[config.mk]
export PLATFORM = sky130hd
export DESIGN_NAME = cmd_framer
export DESIGN_NICKNAME = d
export VERILOG_FILES = /design/src/rtl/cmd_framer.sv
export SDC_FILE = /design/constraint.sdc
export NUM_CORES = 1
export LEC_CHECK = 0
export BUFFER_PORTS_ARGS = -buffer_cell sky130_fd_sc_hd__buf_2
export CELL_PAD_IN_SITES_DETAIL_PLACEMENT = 0
export CELL_PAD_IN_SITES_GLOBAL_PLACEMENT = 1
export CORE_MARGIN = 2
export CORE_UTILIZATION = 35
export DETAILED_ROUTE_END_ITERATION = 12
export PLACE_DENSITY_LB_ADDON = 0.1
export SLEW_MARGIN = 20
export SYNTH_ARGS = -nofsm -noshare
export SYNTH_HDL_FRONTEND = slang
export SYNTH_SLANG_ARGS = --single-unit
[constraint.sdc]
create_clock -name clk -period 6.8 [get_ports clk]
set_input_delay 0.68 -clock clk [delete_from_list [all_inputs] [get_ports clk]]
set_output_delay 0.68 -clock clk [all_outputs]
set_load 0.005 [all_outputs]
[src/rtl/cmd_framer.sv]
module cmd_framer #(
  parameter int BUF_WORDS = 16
) (
  input  logic        clk,
  input  logic        rst_n,
  input  logic        in_valid,
  input  logic [31:0] in_data,
  output logic        in_ready,
  output logic        draw_valid,
  output logic [31:0] draw_data,
  output logic        draw_last,
  input  logic        draw_ready,
  output logic        xfer_valid,
  output logic        xfer_read,
  output logic [9:0]  xfer_x,
  output logic [8:0]  xfer_y,
  output logic [10:0] xfer_w,
  output logic [9:0]  xfer_h,
  input  logic        xfer_ready,
  output logic        pix_valid,
  output logic [15:0] pix_data,
  input  logic        pix_ready,
  input  logic [2:0]  env_sel,
  output logic [31:0] env_rdata,
  output logic [12:0] status_lo
);
  localparam int CW = $clog2(BUF_WORDS + 1);
  localparam int AW = $clog2(BUF_WORDS);

  typedef enum logic [1:0] {S_COL, S_OUT, S_XFR, S_PIX} st_t;

  st_t           st;
  logic [31:0]   pk [BUF_WORDS];
  logic [31:0]   env [8];
  logic [CW-1:0] cnt, rd;
  logic [7:0]    op_q;
  logic [4:0]    need;
  logic          cont, fin, pe;
  logic [2:0]    pi;
  logic [31:0]   wrd;
  logic          have, half;
  logic [20:0]   left;

  function automatic logic [4:0] plen(input logic [7:0] op);
    logic [4:0] nv;
    nv = op[3] ? 5'd4 : 5'd3;
    if (op == 8'h02) return 5'd3;
    if (op[7:5] == 3'b001) return 5'd1 + (op[2] ? nv + nv : nv) + (op[4] ? nv - 5'd1 : 5'd0);
    if (op[7:5] == 3'b010) return op[3] ? 5'd0 : (op[4] ? 5'd4 : 5'd3);
    if (op[7:5] == 3'b011) return 5'd2 + {4'd0, op[2]} + ((op[4:3] == 2'b00) ? 5'd1 : 5'd0);
    if (op[7:5] == 3'b100) return 5'd4;
    if (op[7:5] == 3'b101 || op[7:5] == 3'b110) return 5'd3;
    return 5'd1;
  endfunction

  wire          hdr     = (cnt == '0) && !cont;
  wire [7:0]    op_c    = hdr ? in_data[31:24] : op_q;
  wire [4:0]    need_c  = hdr ? plen(in_data[31:24]) : need;
  wire          poly    = (op_c[7:5] == 3'b010) && op_c[3];
  wire          img     = (op_c[7:5] == 3'b101) || (op_c[7:5] == 3'b110);
  wire          is_term = (in_data & 32'hF000_F000) == 32'h5000_5000;
  wire          term_ok = op_c[4] ? (pi == 3'd4 && pe) : (pi >= 3'd3);
  wire [CW-1:0] cnt_n   = cnt + 1'b1;
  wire          single  = hdr && need_c == 5'd1;
  wire          done    = poly ? (!hdr && is_term && term_ok) : (32'(cnt_n) == 32'(need_c));
  wire          full    = 32'(cnt_n) == BUF_WORDS;
  wire          at_end  = rd == cnt - 1'b1;
  wire          wr_pk   = st == S_COL && in_valid && !single;

  assign in_ready   = st == S_COL || (st == S_PIX && !have);
  assign draw_valid = st == S_OUT;
  assign draw_data  = pk[rd[AW-1:0]];
  assign draw_last  = fin && at_end;
  assign xfer_valid = st == S_XFR;
  assign xfer_read  = op_q[7:5] == 3'b110;
  assign xfer_x     = pk[1][9:0];
  assign xfer_y     = pk[1][24:16];
  assign xfer_w     = {1'b0, pk[2][9:0] - 10'd1} + 11'd1;
  assign xfer_h     = {1'b0, pk[2][24:16] - 9'd1} + 10'd1;
  assign pix_valid  = st == S_PIX && have;
  assign pix_data   = half ? wrd[31:16] : wrd[15:0];
  assign env_rdata  = env[env_sel];
  assign status_lo  = {env[6][1:0], env[1][10:0]};

  always_ff @(posedge clk) begin
    if (wr_pk) pk[cnt[AW-1:0]] <= in_data;
  end

  always_ff @(posedge clk or negedge rst_n) begin
    if (!rst_n) begin
      st   <= S_COL;
      cnt  <= '0;
      rd   <= '0;
      op_q <= '0;
      need <= '0;
      cont <= 1'b0;
      fin  <= 1'b0;
      pi   <= '0;
      pe   <= 1'b0;
      wrd  <= '0;
      have <= 1'b0;
      half <= 1'b0;
      left <= '0;
      for (int i = 0; i < 8; i++) env[i] <= {5'b11100, 3'(i), 24'd0};
    end else begin
      case (st)
        S_COL: if (in_valid) begin
          if (single) begin
            if (in_data[31:27] == 5'b11100) env[in_data[26:24]] <= in_data;
          end else begin
            cnt <= cnt_n;
            if (hdr) begin
              op_q <= in_data[31:24];
              need <= need_c;
              pi   <= 3'd1;
              pe   <= 1'b0;
            end else begin
              pi <= (pi == 3'd4) ? pi : pi + 3'd1;
              pe <= ~pe;
            end
            if (done) begin
              st  <= img ? S_XFR : S_OUT;
              fin <= 1'b1;
              rd  <= '0;
            end else if (poly && full) begin
              st   <= S_OUT;
              fin  <= 1'b0;
              rd   <= '0;
              cont <= 1'b1;
            end
          end
        end
        S_OUT: if (draw_ready) begin
          if (at_end) begin
            st  <= S_COL;
            cnt <= '0;
            if (fin) cont <= 1'b0;
          end else begin
            rd <= rd + 1'b1;
          end
        end
        S_XFR: if (xfer_ready) begin
          cnt <= '0;
          if (xfer_read) begin
            st <= S_COL;
          end else begin
            st   <= S_PIX;
            left <= 21'(xfer_w) * 21'(xfer_h);
            have <= 1'b0;
          end
        end
        S_PIX: begin
          if (!have) begin
            if (in_valid) begin
              wrd  <= in_data;
              have <= 1'b1;
              half <= 1'b0;
            end
          end else if (pix_ready) begin
            left <= left - 21'd1;
            if (left == 21'd1) begin
              have <= 1'b0;
              st   <= S_COL;
            end else if (half) begin
              have <= 1'b0;
            end else begin
              half <= 1'b1;
            end
          end
        end
      endcase
    end
  end
endmodule

After elaboration in Yosys (flattened, before gate mapping)
Memory sizes are Yosys's and may differ from the RTL's.
Index checks and enable logic that the tools add are counted.
{"block": "word_totals", "ff_bits": 342, "mem_bits_rw": 512, "input_bits": 41, "output_inout_bits": 139, "word_cells": 237, "memories": 1}
{"name": "pk", "words": 16, "word_bits": 32, "rd": 3, "rd_ports_with_merged_regs": 0, "wr": 1, "line_no": "33", "text": "logic [31:0] pk [BUF_WORDS];"}
{"block": "op_classes", "n_addsub": 15, "n_mul": 1, "n_lt_le_gt_ge": 4, "n_eq_ne": 39, "muxes": 109, "bitwise": 5, "n_reduce_logical": 41}
{"cell": "$bwmux 256", "n": 1}
{"cell": "$mux 5", "n": 26}
{"cell": "$bmux 32 s3", "n": 1}
{"cell": "$demux 32 s3", "n": 1}
{"cell": "$mux 32", "n": 3}
{"cell": "$mux 21", "n": 4}
{"cell": "$mux 1", "n": 47}
{"cell": "$pmux 21 s2", "n": 1}
{"cell": "$mux 2", "n": 12}
{"cell": "$eq 21x1->1 const B", "n": 1}
{"cell": "$eq 3x3->1 const B", "n": 7}
{"cell": "$mul 11x10->21", "n": 1}
{"cell": "$sub 21x1->21 const B", "n": 1}
{"cell": "$ne 2x2->1 const B", "n": 10}
{"cell": "$reduce_and 4->1", "n": 5}
{"cell": "$mux 16", "n": 1}
{"cell": "$mux 3", "n": 5}
{"cell": "$pmux 5 s3", "n": 1}
{"cell": "$logic_and 1x1->1", "n": 13}
{"cell": "$ne 2x1->1 const B", "n": 6}
{"cell": "$reduce_and 6->1", "n": 2}
{"cell": "$add 10x1->11 const B", "n": 1}
{"cell": "$add 5x1->5 const B", "n": 2}
{"cell": "$add 9x1->10 const B", "n": 1}
{"cell": "40 further kinds", "n": 61}

Depth between registers and ports, before layout
{"block": "depth", "depth_word": 30, "ltp_mapped": 30}

Worst setup path after synthesis
Ideal clock, no wire load.
{"block": "synth_timing", "path_kind": "flip-flop to flip-flop", "startpoint": "memory pk[2][0]", "endpoint": "register left[17]", "setup_ns": 0.135, "t_arrival_ns": 7.193, "required_ns": 6.665, "setup_slack_ns": -0.529, "path_stages_with_launch": 29, "n_path_buf": 3, "path_cell_list": "edfxtp_1 -> clkbuf_1 -> clkinv_1 -> ha_1 -> clkbuf_1 -> and3b_1 -> o21ai_0 -> nor3_1 -> mux2i_1 -> xor2_1 -> clkbuf_1 -> nand2_1 -> fa_1 -> inv_1 -> fa_1 -> fa_1 -> fa_1 -> inv_1 -> fa_1 -> inv_1 -> ha_1 -> o21a_1 -> nand2_1 -> nor4_1 -> nor4b_1 -> o21ai_0 -> a221oi_1 -> xor2_1 -> o21ai_0"}
{"element": "start, declared", "line_no": "33"}
{"element": "end signal, assigned", "line_no": "148", "text": "left <= 21'(xfer_w) * 21'(xfer_h);"}
{"element": "end signal, assigned", "line_no": "160", "text": "left <= left - 21'd1;"}
{"element": "end, declared", "line_no": "42", "text": "logic [20:0] left;"}

==> parameters.txt <==
Parameter                              Value

Routing
  Antenna Nets Post-Route    0
  Via-to-Cell Ratio    between 5 and 6
  WL final    110000 microns
  Via total after detailed routing    around 23000
  Count of unresolved DRC violations after routing    0
  First DRT Iteration DRCs    between 1000 and 1500
  Average wire length per cell after detail routing    25.3 microns
  Router iterations before antenna repair    5

STA
  Final TNS setup    0 ps
  Number of max-slew violations in the final report    0
  Portion of the clock cycle consumed by the worst path in the final layout    96.0%
  Max-slew headroom at the worst pin    approximately a quarter
  Fin crit period    6530 ps
  Transition time of the tightest slew-check pin    1100 ps
  Tightest hold margin    around 110 ps
  Fin Clk Skew    37.5 ps
  Final number of hold-violating endpoints    0
  Max Clk Rate    0.153 GHz
  Number of setup violations in the final report    0
  Min setup slack post-route    272 ps

CTS
  Post-CTS Hold Fix Bufs    0
  H-tree levels    3
  Clock tree from TritonCTS    yes
  Insertion delay of the later-clocked pin in the worst-skew pair    680 ps
  Num Clock Sinks    roughly 850
  Clk slew on worst S/H paths    60 ps
  Max Root-Sink Buffers    3
  CTS Buf Count    96
  CTS root buffer    sky130_fd_sc_hd__clkbuf_16

Place
  DP Cell Count    4156
  PortBufs    about 180
  Worst Setup Slack post-DPL    -51.8 ps
  Gp weighted congestion    around 0.87
  Half-perimeter wire length after detailed placement    70200 microns

Worst setup path
  Crit Path Class    reg -> reg
  Number of buffer and inverter stages on the critical path    5
  Slowest Stage Delay on Critical Path    ~570 ps
  Worst-path cell with the longest stage delay    sky130_fd_sc_hd__fa_1
  Cell seen most often among critical-path stages    sky130_fd_sc_hd__buf_4
  Endpoint type of the worst setup path    register
  Worst Path Arrival    a little over 7000 ps
  Path depth of the worst reg2reg path    26
  Largest driver fanout on the critical path    9
  Delay-heaviest family, CP    adder cells
  WP depth    26
  Required time reported for the critical path endpoint    7320 ps
  Critical path startpoint category    register

GRT
  Vias in the first global route    between 20000 and 25000
  Antenna violations before repair    13
  Total global routing track utilization    a little under a fifth
  Final global-route overflow total    0
  Maximum number of pins on one net before global-route repair    about 120
  Wire length of the first global-routing pass    about 160000 microns

Power and ir drop
  Total power per unit cell area    between 300 and 400 nW/um^2
  Worst-case vdd ir drop    roughly 0.36 mV
  Leakage    approximately 19 nW
  Overall Power    about 0.017 W

Yosys
  Summed instance area of the synthesized netlist    40200 sq um
  Leading area contributor after synthesis    sky130_fd_sc_hd__edfxtp_1
  Avg Inst Size Synth    ~16 sq um
  Yosys top cell area share    about two fifths
  Top FF cell, synth    sky130_fd_sc_hd__edfxtp_1
  Synthesized net count    about 2700
  Total of warnings raised by yosys    0
  Number of synthesized flops with an enable pin    between 500 and 600
  Count of different cell masters after synthesis    73
  Post-Syn Instances    roughly 2500
  Top post-synthesis cells by area    sky130_fd_sc_hd__edfxtp_1 (38%), sky130_fd_sc_hd__dfrtp_1 (19%), sky130_fd_sc_hd__mux4_2 (13%), sky130_fd_sc_hd__mux2_2 (7.4%), sky130_fd_sc_hd__fa_1 (3.5%)
  Share of synthesized flip-flops with an asynchronous set or reset    39.8%
  Yosys reg bits    approximately 850
  Sequential-to-total area share from yosys stat    between 50% and 60%

Floorplan
  Die span in y    343 microns
  Die Width    around 340 microns
  Core Area    114000 sq um
  Top-Level Pins    180
  Starting density of the core    around a third
  Row cnt    roughly 120
  Die area    ~120000 sq um

Worst hold path
  Type of the tightest min-delay check    in -> async

Final layout
  Count of filler cells inserted in the layout    around 11000
  Non-Filler Instances    roughly 4400
  NumNets Final    roughly 3000
  Growth of design area from synthesis to finish    16.1%
  Fraction of final layout cells sized beyond drive strength 1    between 30% and 40%

Job
  Number of violations of the max-capacitance limit    0

Outcome
  Status    completed
[power by group]
part / switching [W] / internal [W]
Sequential: 0.000279 / 0.00581
Combinational: 0.00288 / 0.00235
Clock: 0.00218 / 0.00310
[worst paths after layout]
path                                              to           startpoint  slack (ps)
worst max-delay path            left[18]$_DFFE_PN0P_   pk[2][1]$_DFFE_PP_         270
worst min-delay path            env[186]$_DFFE_PN0P_                rst_n         110
worst max register to register  left[18]$_DFFE_PN0P_   pk[2][1]$_DFFE_PP_         270
worst min register to register   wrd[25]$_DFFE_PN0P_  wrd[25]$_DFFE_PN0P_         480
max in group asynchronous        env[63]$_DFFE_PN1P_                rst_n        5480
min in group clk                    half$_DFFE_PN0P_            pix_ready         320
[layout make-up]
| type | instances | area, sq um | area share [%] |
|---|---|---|---|
| sequential | 851 | 23900 | 51.2 |
| multi-input combinational | 1392 | 15400 | 32.9 |
| clock buffer | 115 | 2530 | 5.42 |
| tap | 1512 | 1890 | 4.05 |
| timing repair buffer | 290 | 1820 | 3.89 |
| clock inverter | 61 | 723 | 1.55 |
| inverter | 125 | 472 | 1.01 |
| antenna | 4 | 10.0 | 0.0214 |
[routing by layer]
metal	global-route usage, %	wire [microns]
met2	32.6	55700
met1	24.5	46600
met3	3.63	5610
met4	4.69	2300
met5	0	26
[synth_stat cells, drive strengths merged (7+ instances only)]
| cell | count |
|---|---|
| a21oi | 48 |
| a31oi | 11 |
| and2 | 31 |
| and3 | 11 |
| buf | 88 |
| clkbuf | 77 |
| dfrtp | 303 |
| dfstp | 36 |
| edfxtp | 512 |
| fa | 71 |
| ha | 80 |
| inv | 123 |
| mux2 | 294 |
| mux2i | 11 |
| mux4 | 224 |
| nand2 | 120 |
| nand2b | 14 |
| nand3 | 28 |
| nand4 | 7 |
| nor2 | 104 |
| nor2b | 23 |
| nor3 | 26 |
| nor3b | 7 |
| nor4 | 7 |
| o21ai | 65 |
| o221ai | 8 |
| or2 | 39 |
| or3 | 7 |
| or4 | 8 |
| xnor2 | 31 |
| xor2 | 32 |
[stage by stage]
step,instance area (sq um),util [%]
floorplan,40300,-
global placement,43100,37.8
detailed placement,43100,37.8
CTS,46400,40.6
global route,46700,40.9
finish,46700,40.9
[cell usage in the layout (no fill, tap or decap), types with 8 or more instances in the layout]
cell / n
sky130_fd_sc_hd__nor2_4: 8
sky130_fd_sc_hd__and2_1: 20
sky130_fd_sc_hd__nand2_1: 119
sky130_fd_sc_hd__o221ai_1: 8
sky130_fd_sc_hd__a21oi_1: 46
sky130_fd_sc_hd__inv_1: 120
sky130_fd_sc_hd__buf_2: 177
sky130_fd_sc_hd__mux2_4: 24
sky130_fd_sc_hd__nor2_1: 95
sky130_fd_sc_hd__clkbuf_16: 96
sky130_fd_sc_hd__dfstp_2: 36
sky130_fd_sc_hd__edfxtp_1: 512
sky130_fd_sc_hd__fa_1: 71
sky130_fd_sc_hd__mux2i_1: 10
sky130_fd_sc_hd__mux2_2: 266
sky130_fd_sc_hd__nor3_1: 22
sky130_fd_sc_hd__xnor2_1: 29
sky130_fd_sc_hd__nand3_1: 26
sky130_fd_sc_hd__clkbuf_1: 13
sky130_fd_sc_hd__and2_2: 11
sky130_fd_sc_hd__o21ai_0: 62
sky130_fd_sc_hd__bufinv_16: 11
sky130_fd_sc_hd__dfrtp_1: 299
sky130_fd_sc_hd__or2_2: 37
sky130_fd_sc_hd__buf_4: 105
sky130_fd_sc_hd__ha_1: 75
sky130_fd_sc_hd__xor2_1: 30
sky130_fd_sc_hd__mux4_2: 224
sky130_fd_sc_hd__nand2b_1: 14
sky130_fd_sc_hd__clkinv_1: 21
sky130_fd_sc_hd__a31oi_1: 10
sky130_fd_sc_hd__clkinv_2: 12
sky130_fd_sc_hd__nor2b_1: 22
[flip-flops by register name (all words and copies together), names as in the netlist]
name,flops
pe,1
status_lo,13
have,1
left,21
pi,3
cont,1
fin,1
rd,5
cnt,5
env,243
pk,512
st,2
need,5
op_q,5
wrd,32
half,1
[what timing repair did]
item	4_1_cts	5_1_grt
pin swaps	0	22
setup endpoints to repair	5	10
gates resized for setup	3	38
endpoints found under the hold margin	0	0
setup buffers	0	13
[cell families (layout without fill, tap and decap cells)]
group | Yosys count | count (layout) | share of synthesized area, %
compound gates | 196 | 196 | 3.03
xor+xnor | 63 | 63 | 1.37
fa+ha+maj | 151 | 151 | 6.02
buf+inv | 290 | 591 | 3.20
flops | 851 | 851 | 59.4
mux | 529 | 529 | 21.3
other cells | 0 | 4 | 0
simple gates | 453 | 453 | 5.74
(Power assumes the default switching activity.)
